===== src/rtl/itq_pkg.sv =====
package itq_pkg;
    localparam logic [7:0] OP_SYNC = 8'h05;
    localparam logic [7:0] OP_MAPD = 8'h08;
    localparam logic [7:0] OP_MAPC = 8'h09;

    localparam int CID_W   = 16;
    localparam int PROC_W  = 16;
    localparam int PROC_LSB = 16;
    localparam int VLD_BIT = 63;

    typedef enum logic [2:0] {
        ST_IDLE,
        ST_FETCH0,
        ST_FETCH2,
        ST_DTWR,
        ST_CTREQ
    } itq_state_e;
endpackage


===== src/rtl/itq_ring_ptr.sv =====
module itq_ring_ptr #(
    parameter int QDEPTH = 12,
    parameter int IDX_W  = 4
) (
    input  logic [IDX_W-1:0] cur,
    input  logic [IDX_W-1:0] wval,
    output logic [IDX_W-1:0] nxt,
    output logic             wval_ok
);
    localparam logic [IDX_W-1:0] LAST = IDX_W'(QDEPTH - 1);

    always_comb begin
        nxt     = (cur == LAST) ? '0 : cur + 1'b1;
        wval_ok = (wval <= LAST);
    end
endmodule


===== src/rtl/itq_arg_check.sv =====
module itq_arg_check
    import itq_pkg::*;
#(
    parameter int NUM_CPU  = 4,
    parameter int MAX_COLL = 31,
    parameter int MAX_DEV  = 63
) (
    input  logic [7:0]        op,
    input  logic [31:0]       devid,
    input  logic [63:0]       dw2,
    output logic              need_dw2,
    output logic              ct_ok,
    output logic              dt_ok,
    output logic [CID_W-1:0]  coll_id,
    output logic [PROC_W-1:0] proc_num,
    output logic              map_vld,
    output logic [63:0]       dte
);
    localparam logic [CID_W-1:0]  COLL_LIM = CID_W'(MAX_COLL);
    localparam logic [PROC_W-1:0] PROC_LIM = PROC_W'(NUM_CPU);
    localparam logic [31:0]       DEV_LIM  = 32'(MAX_DEV);

    logic is_mapc, is_mapd;

    always_comb begin
        is_mapc  = (op == OP_MAPC);
        is_mapd  = (op == OP_MAPD);
        need_dw2 = is_mapc | is_mapd;
        coll_id  = dw2[CID_W-1:0];
        proc_num = dw2[PROC_LSB +: PROC_W];
        map_vld  = dw2[VLD_BIT];
        ct_ok    = is_mapc && (coll_id <= COLL_LIM) && (proc_num < PROC_LIM);
        dt_ok    = is_mapd && (devid <= DEV_LIM);
        dte      = dw2[VLD_BIT] ? dw2 : 64'd0;
    end
endmodule


===== src/rtl/itq_cmd_engine.sv =====
module itq_cmd_engine
    import itq_pkg::*;
#(
    parameter int                QDEPTH   = 12,
    parameter int                NUM_CPU  = 4,
    parameter int                MAX_COLL = 31,
    parameter int                MAX_DEV  = 63,
    parameter int                ADDR_W   = 32,
    parameter logic [ADDR_W-1:0] Q_BASE   = 32'h0000_1000,
    parameter logic [ADDR_W-1:0] DT_BASE  = 32'h0000_8000,
    localparam int               IDX_W    = (QDEPTH > 1) ? $clog2(QDEPTH) : 1
) (
    input  logic              clk,
    input  logic              rst_n,
    input  logic              wptr_wr,
    input  logic [IDX_W-1:0]  wptr_wdata,
    input  logic              stall_clr,
    output logic [IDX_W-1:0]  rptr_o,
    output logic              stalled_o,
    output logic              mem_req,
    output logic              mem_we,
    output logic [ADDR_W-1:0] mem_addr,
    output logic [63:0]       mem_wdata,
    input  logic              mem_ack,
    input  logic              mem_err,
    input  logic [63:0]       mem_rdata,
    output logic              ct_req,
    output logic [15:0]       ct_id,
    output logic [15:0]       ct_proc,
    output logic              ct_valid,
    input  logic              ct_ack,
    input  logic              ct_err
);
    typedef struct packed {
        itq_state_e       st;
        logic [IDX_W-1:0] rptr;
        logic [IDX_W-1:0] wptr;
        logic             stalled;
        logic [7:0]       op;
        logic [31:0]      devid;
        logic [63:0]      dw2;
    } eng_t;

    eng_t q, d;

    logic [IDX_W-1:0] rptr_next;
    logic             wval_ok;
    logic [7:0]       op_in;
    logic [63:0]      dw2_in;
    logic             need_dw2, ct_ok, dt_ok, map_vld;
    logic [15:0]      coll_id, proc_num;
    logic [63:0]      dte;

    itq_ring_ptr #(.QDEPTH(QDEPTH), .IDX_W(IDX_W)) i_ring (
        .cur(q.rptr), .wval(wptr_wdata), .nxt(rptr_next), .wval_ok(wval_ok)
    );

    // decode the incoming word while it is on the bus, else the latched copy
    assign op_in  = (q.st == ST_FETCH0) ? mem_rdata[7:0] : q.op;
    assign dw2_in = (q.st == ST_FETCH2) ? mem_rdata : q.dw2;

    itq_arg_check #(.NUM_CPU(NUM_CPU), .MAX_COLL(MAX_COLL), .MAX_DEV(MAX_DEV)) i_chk (
        .op(op_in), .devid(q.devid), .dw2(dw2_in),
        .need_dw2(need_dw2), .ct_ok(ct_ok), .dt_ok(dt_ok),
        .coll_id(coll_id), .proc_num(proc_num), .map_vld(map_vld), .dte(dte)
    );

    always_comb begin
        d = q;
        if (wptr_wr && wval_ok) d.wptr = wptr_wdata;
        unique case (q.st)
            ST_IDLE: begin
                if (q.stalled) begin
                    if (stall_clr) d.stalled = 1'b0;
                end else if (q.rptr != q.wptr) begin
                    d.st = ST_FETCH0;
                end
            end
            ST_FETCH0: if (mem_ack) begin
                if (mem_err) begin
                    d.stalled = 1'b1;
                    d.st      = ST_IDLE;
                end else begin
                    d.op    = mem_rdata[7:0];
                    d.devid = mem_rdata[63:32];
                    if (need_dw2) begin
                        d.st = ST_FETCH2;
                    end else begin
                        d.rptr = rptr_next;
                        d.st   = ST_IDLE;
                    end
                end
            end
            ST_FETCH2: if (mem_ack) begin
                if (mem_err) begin
                    d.stalled = 1'b1;
                    d.st      = ST_IDLE;
                end else begin
                    d.dw2 = mem_rdata;
                    if (ct_ok)      d.st = ST_CTREQ;
                    else if (dt_ok) d.st = ST_DTWR;
                    else begin
                        d.rptr = rptr_next;
                        d.st   = ST_IDLE;
                    end
                end
            end
            ST_DTWR: if (mem_ack) begin
                d.st = ST_IDLE;
                if (mem_err) d.stalled = 1'b1;
                else         d.rptr    = rptr_next;
            end
            ST_CTREQ: if (ct_ack) begin
                d.st = ST_IDLE;
                if (ct_err) d.stalled = 1'b1;
                else        d.rptr    = rptr_next;
            end
            default: d.st = ST_IDLE;
        endcase
    end

    always_ff @(posedge clk) begin
        if (!rst_n) begin
            q <= '0;
        end else begin
            q <= d;
        end
    end

    assign rptr_o    = q.rptr;
    assign stalled_o = q.stalled;
    assign mem_req   = (q.st == ST_FETCH0) || (q.st == ST_FETCH2) || (q.st == ST_DTWR);
    assign mem_we    = (q.st == ST_DTWR);
    assign mem_wdata = dte;
    assign ct_req    = (q.st == ST_CTREQ);
    assign ct_id     = coll_id;
    assign ct_proc   = proc_num;
    assign ct_valid  = map_vld;

    always_comb begin
        mem_addr = Q_BASE + (ADDR_W'(q.rptr) << 5);
        if (q.st == ST_FETCH2) mem_addr = Q_BASE + (ADDR_W'(q.rptr) << 5) + ADDR_W'(16);
        if (q.st == ST_DTWR)   mem_addr = DT_BASE + (ADDR_W'(q.devid) << 3);
    end


    req_hold_chk: assert property (@(posedge clk) disable iff (!rst_n)
        (mem_req && !mem_ack) |=> (mem_req && $stable(mem_addr) && $stable(mem_we)));


    no_req_stalled_chk: assert property (@(posedge clk) disable iff (!rst_n)
        stalled_o |-> (!mem_req && !ct_req));


    stall_freeze_chk: assert property (@(posedge clk) disable iff (!rst_n)
        stalled_o |=> $stable(rptr_o));


    rptr_step_chk: assert property (@(posedge clk) disable iff (!rst_n)
        (rptr_o != $past(rptr_o)) |->
            (($past(rptr_o) == IDX_W'(QDEPTH - 1)) ? (rptr_o == '0)
                                                   : (rptr_o == $past(rptr_o) + 1'b1)));


    ct_range_chk: assert property (@(posedge clk) disable iff (!rst_n)
        ct_req |-> ((ct_id <= 16'(MAX_COLL)) && (ct_proc < 16'(NUM_CPU))));
endmodule


===== config.mk =====
export PLATFORM = sky130hd
export DESIGN_NAME = itq_cmd_engine
export DESIGN_NICKNAME = d
export VERILOG_FILES = /design/src/rtl/itq_pkg.sv /design/src/rtl/itq_ring_ptr.sv /design/src/rtl/itq_arg_check.sv /design/src/rtl/itq_cmd_engine.sv
export SDC_FILE = /design/constraint.sdc
export NUM_CORES = 1
export LEC_CHECK = 0
export BUFFER_PORTS_ARGS = -buffer_cell sky130_fd_sc_hd__buf_4
export CORE_MARGIN = 4
export CORE_UTILIZATION = 46
export CTS_CLUSTER_SIZE = 16
export DETAILED_ROUTE_END_ITERATION = 10
export GPL_ROUTABILITY_DRIVEN = 0
export PLACE_DENSITY = 0.76
export REMOVE_ABC_BUFFERS = 1
export SYNTH_ARGS = -nofsm -noshare
export SYNTH_HDL_FRONTEND = slang
export SYNTH_SLANG_ARGS = --single-unit

===== constraint.sdc =====
create_clock -name clk -period 2 [get_ports clk]
set_input_delay 0.4 -clock clk [delete_from_list [all_inputs] [get_ports clk]]
set_output_delay 0.4 -clock clk [all_outputs]
set_load 0.02 [all_outputs]

==> impl_metrics.py <==
metrics = {
    "layout": {
        "n_fill_cell": 256,
        "diodes": 0,
        "multiInputGateArea_um2": 5740,
        "area_growth_pct": 103,
        "drive_above_1_share_pct": 56.8,
        "seqCellArea_um2": 2340,
        "fin_nets": 1287,
    },
    "clocking": {
        "clockBufferDepth": 2,
        "cts_root_buffer": "clkbuf_16",
        "clk_pin_slew_ns": 0.06,
        "numCtsBuffers": 17,
        "cts_hold_buf": 0,
        "insertion_delay_ns": 0.43,
        "numClockSinks": 116,
        "cts_tree": "done",
        "htree_levels": 4,
    },
    "route": {
        "wire_per_inst_um": 30.5,
        "ant_nets": 0,
        "dr.pass1.iters": 11,
        "viasPerCell": 6.91,
        "vias": 9637,
        "drc_errors": 1,
        "drt_iter0_markers": 1684,
        "wirelength_um": 42600,
    },
    "critical_path": {
        "worst_path_max_delay_cell": "dfxtp_2",
        "reg2reg_slack_ns": -0.37,
        "startpoint": "q[77]$_SDFFE_PN0P_",
        "arrival_ns": 2.18,
        "critPathLaunchType": "flip-flop",
        "cp-endpoint": "mem_addr[30]",
        "r2r-end": "stalled_o$_SDFFE_PN0P_",
        "path_class": "flip-flop to primary output",
        "cpMostUsedCell": "buf_4",
        "rr_startpoint": "q[114]$_SDFFE_PN0P_",
        "cpPeakStageDelay_ns": 0.35,
        "cp.required_ns": 1.60,
        "path_cells": "buf_4, and4_4, and3_4, nor2b_4, nand4_1, xor2_1, nor2_1, buf_4",
        "end_kind": "primary output",
        "crit_fanout": 4,
        "rr_worst_depth": 10,
    },
    "timing": {
        "final_hold_viol_count": 0,
        "slew_headroom_pct": 57.5,
        "grt_setup_unrepaired": "yes",
        "slew_violations": 0,
        "clock.fmax_mhz": 388,
        "setup_viol": 228,
        "finalCriticalPeriod_ns": 2.58,
        "worst_slack_ns": -0.578,
        "worstMarginPinSlew_ns": 0.631,
        "fin_crit_sh_pct": 129,
        "skew_ns": 0.0108,
    },
    "placed_design": {
        "port_buffers": 209,
        "pre_cts_ws_ns": -0.171,
        "dpl.hpwl_um": 13500,
    },
    "yosys": {
        "netlist_top_cells_area": "dfxtp_1 (37%), nand2_1 (23%), a21boi_0 (8.5%)",
        "syn_area_per_cell_um2": 6.98,
        "synth_cell_types": 49,
        "ys_warn_count": 0,
        "async_flop_share_pct": 0,
        "yosysMostFrequentCell": "nand2_1",
        "synth-edff-count": 0,
        "synthTopCellsByCount": "nand2_1 (394), dfxtp_1 (116), a21boi_0 (72), a21oi_1 (71), clkbuf_1 (38)",
        "synth_largest_area_cell": "dfxtp_1",
        "synth_cells": 907,
        "synth_area_um2": 6330,
        "synth.top_cell.area_share_pct": 36.7,
        "synth_flop_cell": "dfxtp_1",
        "ys_seq_elements": 116,
        "ys_seq_area_share_pct": 36.7,
    },
    "global_route": {
        "grt_pass1_wl_um": 43200,
        "track_usage_pct": 34.3,
        "antenna_found_initial": 0,
        "grt_use_met2_pct": 60.0,
        "grt_use_met1_pct": 38.7,
        "grt-ovfl-total": 0,
        "grt_pass1_vias": 8120,
        "grtUsageMet3_pct": 7.72,
        "grt_max_degree": 56,
        "globalRoute.busiestLayer": "met2",
    },
    "pwr": {
        "power_density_nw_per_um2": 471,
        "p_leak_nw": 5.08,
        "p_total_mw": 6.05,
        "ir_worst_vdd_mv": 0.441,
    },
    "outcome": {
        "status": "complete, but fails checks",
        "violations": "DRC, setup timing",
    },
    "flow_run": {
        "maxCapViolations": 0,
    },
    "die": {
        "rows": 42,
        "initial_core_util_pct": 47.4,
        "core-area_um2": 13300,
        "die_w_um": 125,
        "ioPinCount": 213,
        "die_area_um2": 15700,
        "fp.dieH_um": 125,
    },
    "worst_hold_path": {
        "hp-class": "primary input to flip-flop",
    },
}
-- placed cells by master (no fill, tap or decap), drive strengths merged, types with 9 or more instances in the layout --
cell type,instances
nor2b,9
buf,338
clkbuf,37
a21boi,105
nand2,394
a21oi,71
nor4,12
dfxtp,116
xor2,14
nand3,12
inv,9
nor2,23
-- worst min-delay path by stage --
stage / from / end / slack (ns) / cells after the start
2_1_floorplan: q[11]$_SDFFE_PN0P_ / q[11]$_SDFFE_PN0P_ / 0.44 / 2
3_3_place_gp: q[21]$_SDFFE_PN0P_ / q[21]$_SDFFE_PN0P_ / 0.44 / 2
3_5_place_dp: q[24]$_SDFFE_PN0P_ / q[24]$_SDFFE_PN0P_ / 0.45 / 2
4_1_cts: mem_rdata[16] / q[16]$_SDFFE_PN0P_ / 0.23 / 3
5_1_grt: mem_rdata[57] / q[57]$_SDFFE_PN0P_ / 0.25 / 3
6_report: mem_rdata[57] / q[57]$_SDFFE_PN0P_ / 0.24 / 3
-- per-stage QoR --
stage               TNS (ns)  cells  hold WS [ns]  utilization (%)  area (um^2)
detailed placement    -0.670   1278         0.446             62.2         8300
CTS                   -44.73   1378         0.231             84.4        11300
floorplan            -474.14    840         0.435                -         5990
global route          -77.96   1395         0.246             96.2        12800
global placement      -0.556   1278         0.441             62.2         8300
finish                -69.94   1395         0.240             96.2        12800
-- timing repair --
| action | in CTS | in global routing |
|---|---|---|
| pin swaps | 89 | 147 |
| buffers inserted | 47 | 33 |
| setup endpoints to repair | 136 | 210 |
| cloned | 22 | 15 |
| resized for setup | 387 | 376 |
-- power by group --
group	switching [mW]	internal, mW	leakage [nW]	total, mW
logic	0.435	0.307	3.86	0.742
clock network	1.15	1.77	0.273	2.92
registers	0.0449	2.35	0.941	2.39
-- worst max-delay path, delay by kind of cell (launching register included) --
kind	cells	cell delay (ns)
XOR/XNOR	1	0.20
buffers and inverters	2	0.30
flip-flops	1	0.35
AND/OR/NAND/NOR	5	0.89
-- layout make-up --
class                           instances  area share (%)
Clock buffer                           27            4.07
Tap cell                              176            1.71
Sequential cell                       116            18.2
Inverter                               10           0.448
Clock inverter                          4           0.156
Timing Repair Buffer                  348            30.7
Multi-Input combinational cell        714            44.7
-- routing by layer --
| metal | up-vias | routed length (um) |
|---|---|---|
| met5 | - | 0 |
| met4 | 0 | 4930 |
| met3 | 499 | 5720 |
| met2 | 1131 | 19000 |
| met1 | 4397 | 12900 |
| li1 | 3610 | - |
-- flip-flops by register name, summed over array words and instances (netlist names) --
name and flops:
stalled_o 1, q 111, rptr_o 4
-- kinds of logic (layout without fill, tap and decap cells) --
| logic type | Yosys count | in the layout | share of synthesized area (%) |
|---|---|---|---|
| and+or+nand+nor | 485 | 485 | 32.2 |
| AOI/OAI and AO/OA | 200 | 200 | 21.1 |
| DFF | 116 | 116 | 36.7 |
| buffers and inverters | 79 | 389 | 6.05 |
| xor gates and xnor gates | 17 | 17 | 2.35 |
| muxes | 5 | 5 | 0.791 |
| adders and majority gates | 4 | 4 | 0.791 |
| other | 1 | 3 | 0.0592 |
Note: power is estimated with default switching activity, not from simulation.
